===== src/rtl/da_fir_pkg.sv =====
// Shared sizing helpers for the grouped-table filter.
// Assumes: group size is fixed at four taps.
package da_fir_pkg;
    localparam int GROUP_TAPS = 4;

    // Number of groups needed to cover a given tap count.
    function automatic int group_count(input int taps);
        return (taps + GROUP_TAPS - 1) / GROUP_TAPS;
    endfunction

    // Taps served by group g (four, or the remainder for the last group).
    function automatic int group_size(input int taps, input int g);
        return ((taps - GROUP_TAPS * g) >= GROUP_TAPS) ? GROUP_TAPS
                                                        : (taps - GROUP_TAPS * g);
    endfunction
endpackage


===== src/rtl/da_tap_line.sv =====
// Sample delay line. Stores the last TAPS accepted samples.
// It presents one bit-plane of them, selected by bit_sel.
// Assumes: load is a single-cycle strobe; bit_sel < DW.
module da_tap_line #(
    parameter int TAPS = 10,
    parameter int DW   = 8,
    localparam int BCW = (DW > 1) ? $clog2(DW) : 1
) (
    input  logic             clk,
    input  logic             rst_n,
    input  logic             load,
    input  logic [DW-1:0]    din,
    input  logic [BCW-1:0]   bit_sel,
    output logic [TAPS-1:0]  plane
);
    logic [DW-1:0] taps_q [TAPS];

    // Shift a new sample in at tap 0 and move older samples down.
    always_ff @(posedge clk) begin
        if (!rst_n) begin
            for (int k = 0; k < TAPS; k++) taps_q[k] <= '0;
        end else if (load) begin
            taps_q[0] <= din;
            for (int k = 1; k < TAPS; k++) taps_q[k] <= taps_q[k-1];
        end
    end

    // Pick out the selected bit of every stored sample.
    always_comb begin
        for (int k = 0; k < TAPS; k++) plane[k] = taps_q[k][bit_sel];
    end
endmodule


===== src/rtl/da_group_rom.sv =====
// Coefficient-sum table for one group of N taps.
// Entry a is the sum of the coefficients whose address bit is set in a.
// Assumes: N is 1..4; GCOEF holds N signed CW-bit values, tap j at [j*CW +: CW].
module da_group_rom #(
    parameter int N  = 4,
    parameter int CW = 8,
    parameter int TW = CW + 2,
    parameter logic [N*CW-1:0] GCOEF = '0
) (
    input  logic [N-1:0]          addr,
    output logic signed [TW-1:0]  val
);
    localparam int ENTRIES = 1 << N;

    // Build every table entry once, while the design is elaborated.
    function automatic logic [ENTRIES*TW-1:0] build_table();
        logic [ENTRIES*TW-1:0] tbl;
        logic signed [TW-1:0]  e;
        tbl = '0;
        for (int a = 0; a < ENTRIES; a++) begin
            e = '0;
            for (int j = 0; j < N; j++) begin
                if (a[j])
                    e = e + {{(TW-CW){GCOEF[j*CW+CW-1]}}, GCOEF[j*CW +: CW]};
            end
            tbl[a*TW +: TW] = e;
        end
        return tbl;
    endfunction

    localparam logic [ENTRIES*TW-1:0] TABLE = build_table();

    // Table read.
    assign val = TABLE[int'(addr)*TW +: TW];
endmodule


===== src/rtl/da_accum.sv =====
// Shift-weighted add/subtract accumulator for the bit-serial filter.
// Adds psum scaled by 2^shamt on ordinary bit-planes and subtracts on the sign plane.
// Assumes: step is high on consecutive cycles; first marks bit 0; last marks bit DW-1.
module da_accum #(
    parameter int SW   = 12,
    parameter int DW   = 8,
    parameter int ACCW = SW + DW,
    localparam int BCW = (DW > 1) ? $clog2(DW) : 1
) (
    input  logic                   clk,
    input  logic                   rst_n,
    input  logic                   step,
    input  logic                   first,
    input  logic                   last,
    input  logic [BCW-1:0]         shamt,
    input  logic signed [SW-1:0]   psum,
    output logic signed [ACCW-1:0] result,
    output logic                   done
);
    logic signed [ACCW-1:0] acc_q, term, base, acc_next;

    // Weight the plane sum and fold it into the running total.
    always_comb begin
        term     = {{(ACCW-SW){psum[SW-1]}}, psum} <<< shamt;
        base     = first ? '0 : acc_q;
        acc_next = last ? (base - term) : (base + term);
    end

    // Hold the running total, the finished result and the done pulse.
    always_ff @(posedge clk) begin
        if (!rst_n) begin
            acc_q  <= '0;
            result <= '0;
            done   <= 1'b0;
        end else begin
            done <= step && last;
            if (step) acc_q <= acc_next;
            if (step && last) result <= acc_next;
        end
    end


    result_hold_chk: assert property (@(posedge clk) disable iff (!rst_n)
        !done |-> $stable(result));
endmodule


===== src/rtl/da_group_fir.sv =====
// Grouped-table bit-serial FIR filter (top).
// TAPS taps are split into groups of four, each with its own coefficient-sum table.
// Group outputs are summed per bit-plane and passed to one sign-aware accumulator.
// Assumes: DW >= 2; COEFS holds tap k at [k*CW +: CW], signed.
module da_group_fir
    import da_fir_pkg::*;
#(
    parameter int TAPS = 10,
    parameter int DW   = 8,
    parameter int CW   = 8,
    parameter logic [TAPS*CW-1:0] COEFS = {8'hFB, 8'd19, 8'h80, 8'd127, 8'd64,
                                           8'hD8, 8'd25, 8'd12, 8'hF9, 8'd3},
    localparam int NGRP = (TAPS + 3) / 4,
    localparam int TW   = CW + 2,
    localparam int SW   = TW + $clog2(NGRP),
    localparam int OW   = SW + DW
) (
    input  logic          clk,
    input  logic          rst_n,
    input  logic          in_valid,
    input  logic [DW-1:0] in_data,
    output logic          in_ready,
    output logic          out_valid,
    output logic [OW-1:0] out_data
);
    localparam int BCW = (DW > 1) ? $clog2(DW) : 1;
    localparam logic [BCW-1:0] LAST_BIT = BCW'(DW - 1);

    logic                  busy;
    logic [BCW-1:0]        bit_q;
    logic                  accept;
    logic [TAPS-1:0]       plane;
    logic signed [SW-1:0]  gval [NGRP];
    logic signed [SW-1:0]  plane_sum;
    logic signed [OW-1:0]  result;

    assign accept   = in_valid && !busy;
    assign in_ready = !busy;

    // Sequence DW bit-planes after each accepted sample.
    always_ff @(posedge clk) begin
        if (!rst_n) begin
            busy  <= 1'b0;
            bit_q <= '0;
        end else if (accept) begin
            busy  <= 1'b1;
            bit_q <= '0;
        end else if (busy) begin
            if (bit_q == LAST_BIT) busy <= 1'b0;
            bit_q <= bit_q + 1'b1;
        end
    end

    da_tap_line #(.TAPS(TAPS), .DW(DW)) u_line (
        .clk(clk), .rst_n(rst_n), .load(accept), .din(in_data),
        .bit_sel(bit_q), .plane(plane)
    );

    // One table per group; the last group is sized to the leftover taps.
    for (genvar g = 0; g < NGRP; g++) begin : g_grp
        localparam int NG = group_size(TAPS, g);
        localparam logic [NG*CW-1:0] GC = COEFS[4*g*CW +: NG*CW];
        logic signed [TW-1:0] tval;

        da_group_rom #(.N(NG), .CW(CW), .TW(TW), .GCOEF(GC)) u_rom (
            .addr(plane[4*g +: NG]), .val(tval)
        );
        assign gval[g] = {{(SW-TW){tval[TW-1]}}, tval};
    end

    // Adder tree over the group outputs, widened so it cannot overflow.
    always_comb begin
        plane_sum = '0;
        for (int g = 0; g < NGRP; g++) plane_sum = plane_sum + gval[g];
    end

    da_accum #(.SW(SW), .DW(DW), .ACCW(OW)) u_acc (
        .clk(clk), .rst_n(rst_n), .step(busy),
        .first(bit_q == '0), .last(bit_q == LAST_BIT),
        .shamt(bit_q), .psum(plane_sum),
        .result(result), .done(out_valid)
    );

    assign out_data = result;


    busy_after_accept_chk: assert property (@(posedge clk) disable iff (!rst_n)
        accept |=> !in_ready);

    busy_until_last_chk: assert property (@(posedge clk) disable iff (!rst_n)
        (busy && bit_q != LAST_BIT) |=> !in_ready);

    single_pulse_chk: assert property (@(posedge clk) disable iff (!rst_n)
        out_valid |=> !out_valid);

    ready_with_result_chk: assert property (@(posedge clk) disable iff (!rst_n)
        out_valid |-> in_ready);
endmodule


===== config.mk =====
export PLATFORM = sky130hd
export DESIGN_NAME = da_group_fir
export DESIGN_NICKNAME = d
export VERILOG_FILES = /design/src/rtl/da_fir_pkg.sv /design/src/rtl/da_tap_line.sv /design/src/rtl/da_group_rom.sv /design/src/rtl/da_accum.sv /design/src/rtl/da_group_fir.sv
export SDC_FILE = /design/constraint.sdc
export NUM_CORES = 1
export LEC_CHECK = 0
export ABC_AREA = 1
export ABC_CLOCK_PERIOD_IN_PS = 8950
export BUFFER_PORTS_ARGS = -buffer_cell sky130_fd_sc_hd__clkbuf_2
export CAP_MARGIN = 20
export CORE_MARGIN = 3
export CORE_UTILIZATION = 40
export CTS_BUF_LIST = sky130_fd_sc_hd__clkbuf_8
export DETAILED_ROUTE_END_ITERATION = 12
export SYNTH_ARGS = -nofsm -noshare
export SYNTH_HDL_FRONTEND = slang
export SYNTH_HIERARCHICAL = 1
export SYNTH_SLANG_ARGS = --single-unit
export TNS_END_PERCENT = 10

===== constraint.sdc =====
create_clock -name clk -period 8.95 [get_ports clk]
set_input_delay 0.4475 -clock clk [delete_from_list [all_inputs] [get_ports clk]]
set_output_delay 0.4475 -clock clk [all_outputs]
set_load 0.005 [all_outputs]

==> metrics list <==
* Cts repair resizes: 0
- Main synth FF type: sky130_fd_sc_hd__edfxtp_1
* Vert. Die Dim: ~160 um
- Of the available clock period, the critical path in the final layout requires 0.789.
* Fraction of met1 tracks used by global routing: 0.238
* Worst slew margin relative to its limit: 0.446
- The endpoint identified for the worst register-to-register timing path is u_acc/result[19].
- Width of the chip: between 150 and 200 um
- Across the routed clock network, the largest skew measured is about 0.013 ns.
- In this run the power density over the cells is around 280 nW/um2.
- TritonCTS built the clock tree.
* First-iteration detailed-routing DRC count: between 500 and 600
* Outcome: complete, no violations
- Slowest cell on the critical path: sky130_fd_sc_hd__o311ai_0
- Reg2Reg Setup Slack: 1.89 ns
- The internal portion of the total power is between 1 and 1.5 mW.
* Beginning of the worst hold path: in_data[1]
- Post-route minimum period: ~7 ns
* Number of sinks driven by the clock tree: 125
* Gate count after technology mapping: between 1,000 and 1,500
* Part of the Yosys area used for sequential elements: 0.365
* Synthesized area per cell: 7.17 um2
- Number of storage elements in the synthesis netlist: about 130
* Half-perimeter wire length of the detailed placement result: 14,800 um
* Overall track demand over capacity in global routing: 0.174
- Crit Path Category: reg -> reg
- Share of the core filled with cells: 0.439
- Final total negative setup slack: 0 ns
- At the end of routability-driven placement, the weighted congestion stood at about 0.94.
- Count of hold buffers inserted by post-cts repair: 0
- Across the VDD grid, the largest voltage drop is 0.000121 V.
- For the worst setup path, the data required time is a little over 9 ns.
- First-pass GRT wire length: about 35,000 um
- Max-slew violations: 0
- Initial antenna violation count: 0
- The critical path starts at bit_q[1].
- The detail route stage leaves a number of antenna-violating nets equal to 0.
- Buffers inserted during clock tree synthesis total 17.
- The share of total power dissipated in sequential elements is 0.253.
- Counting flops with a built-in enable in the synthesized netlist gives 80.
- Counting flops with an async set or reset pin after synthesis yields a share of 0.
* Slew at the pin with the worst max-slew slack: around 0.83 ns
- Max-cap violations in this run came to 0.
- Number of global-route vias before repair: roughly 7,000
- Relative to the synthesized area, the layout overhead comes to 6.95%.
- Entering global routing, the biggest net connects 81 pins.
* Data arrival time of the critical path: 7.42 ns
- In the global route stage, met2 resource usage came out at 0.288.
- Element type at the critical path end: flip-flop
- Total wire length after detailed routing: 20,400 um
- Worst min-delay path class: in -> reg
- Switching share of power: 0.481
- The detailed router placed 7,569 vias in this run.
- Per-cell routed wire length: 13.1 um
- Floorplan row count: 54
* Area of the core region: 22,000 um2
* ANT cells: 0
- Most instantiated library cell after synthesis: sky130_fd_sc_hd__nand2_1
* Number of buffers added for setup after CTS: 0
* Number of cells on the worst hold path: 3
* Maximum single-stage delay on the critical path: 0.61 ns
- Final count of negative-setup-slack endpoints: 0
* Total congestion overflow after global routing: 0
- The share of total power dissipated in the clock network is 0.193.
- The share of synthesized area in the top cell type comes to 0.266.
- For this run, the detailed router's first-pass iteration total came to 5.
- The cell that appears most often on the critical path is sky130_fd_sc_hd__nand2_1.
- Fraction of power consumed by combinational cells: 0.554
- In the post-synthesis netlist, the biggest area contributors are sky130_fd_sc_hd__edfxtp_1 27%, sky130_fd_sc_hd__nand2_1 12%, sky130_fd_sc_hd__dfxtp_1 10%, sky130_fd_sc_hd__inv_1 8.8%, sky130_fd_sc_hd__nor2_1 7.3%.
- Crit path max fanout: 38
- Post-Syn Nets: ~1,300
- Net count, final: around 1,300
* Busiest layer in global routing: met2
* Starting density of the core: 0.410
- For hold timing, the worst endpoint is u_line/taps_q[0][1].
- Met3 global-route usage: 0.0313
* Layout cell share with drive strength beyond 1: 0.100
- I/O pin count: 33
- Routed via count divided by cell count: roughly 4.9
- Later-pin clock latency in the skew report: 0.45 ns
* Cell accounting for the most synthesized area: sky130_fd_sc_hd__edfxtp_1
* Most frequent cells after synthesis: 300 x sky130_fd_sc_hd__nand2_1, 212 x sky130_fd_sc_hd__inv_1, 175 x sky130_fd_sc_hd__nor2_1
- For this design the static power due to leakage is just under 5 nW.
* Cell chosen for the clock root: sky130_fd_sc_hd__clkbuf_8
* Number of unique standard cell types used by synthesis: between 40 and 50
- Critical path startpoint category: flip-flop
- Warnings from Yosys: 6
* Reg2Reg Depth: between 40 and 50
- Largest buffer count on any clock path: 2
- DRC violations left: 0
- The die covers 24,400 um2.
- Port buffering added 32 buffers.
- Final Hold Slack: between 0.2 and 0.3 ns
* Total net switching power: 1.28 mW
- Number of levels the H-tree was split into: 4
* Max frequency: 0.142 GHz
- RSZ-0062 raised after global routing: false
- The mapped netlist covers about 9000 um2.
- After clock tree synthesis, the clock-pin slew on the worst setup and hold paths is roughly 0.09 ns.
* Hold violation total from the final report: 0
* Worst flop-to-flop path startpoint: bit_q[1]
==> sequential cells by signal, summed over array words and instances (netlist names) <==
name,count
bit_q,3
u_acc/done,1
u_acc/result,20
u_line/taps_q,80
busy,1
u_acc/acc_q,20
==> worst max path at each step <==
stage                            end  slack [ns]
floorplan            u_acc/acc_q[19]        3.24
global placement    u_acc/result[19]        2.00
detailed placement  u_acc/result[19]        1.96
CTS                 u_acc/result[19]        1.93
global route         u_acc/acc_q[19]        1.15
finish              u_acc/result[19]        1.89
==> per-stage QoR <==
step / power (mW) / cells / instance area [um2] / worst slack [ns]
3_5_place_dp: 2.15 / 1523 / 9240 / 1.96
5_1_grt: 2.92 / 1556 / 9670 / 1.15
6_report: 2.67 / 1556 / 9670 / 1.89
3_3_place_gp: 2.16 / 1523 / 9240 / 2.00
2_1_floorplan: 1.85 / 1261 / 9040 / 3.24
4_1_cts: 2.68 / 1555 / 9640 / 1.93
==> metal layers <==
metal  part of all wire  vias up
li1                   -     3965
met1               0.48     3443
met2               0.48      144
met3              0.033       17
met4              0.010        0
met5                  0        -
==> cells in the final DEF, fill, tap and decap left out, drive strengths merged, types with 2 or more instances in the layout <==
master and n:
nand2 323, xnor2 14, a21o 4, clkbuf 49, ha 44, edfxtp 80
o21a 2, nor3 3, nor2 180, a21oi 48, or2 4, nand4 8
clkinv 4, o21ai 50, o31ai 2, xor2 18, a31oi 4, inv 231
nor4 3, dfxtp 45, o211ai 11, nand3 123, fa 12, clkinvlp 3
buf 7
==> critical path, delay by kind of cell, from the launching register on <==
| kind | cells | cell delay (ns) |
|---|---|---|
| flip-flops | 1 | 0.30 |
| AND/OR/NAND/NOR | 24 | 2.60 |
| buffers and inverters | 9 | 1.33 |
| XOR/XNOR | 2 | 0.31 |
| AO/OA/AOI/OAI | 2 | 0.72 |
| adder cells (fa/ha/maj) | 5 | 1.68 |
==> power by group through the flow <==
stage | sequential, mW | clock [mW] | combinational, mW
6_report | 0.675 | 0.514 | 1.48
5_1_grt | 0.680 | 0.556 | 1.69
4_1_cts | 0.676 | 0.534 | 1.47
3_5_place_dp | 0.689 | 0 | 1.46
3_3_place_gp | 0.688 | 0 | 1.47
2_1_floorplan | 0.686 | 0 | 1.17
==> cell families after synthesis <==
| kind of cell | share of synthesized area |
|---|---|
| buffers and inverters | 0.134 |
| adder cells (fa/ha/maj) | 0.0875 |
| AND/OR/NAND/NOR | 0.304 |
| flip-flops | 0.365 |
| XOR/XNOR | 0.0310 |
| AO/OA/AOI/OAI | 0.0775 |
==> final cells by class <==
class	count	area, um2
clock inverter	15	169
sequential	125	3300
timing repair buffer	39	233
tap	280	350
inverter	224	846
fill	2301	12400
clock buffer	17	234
multi-input combinational	856	4530
Power figures use the tool's default switching activity.
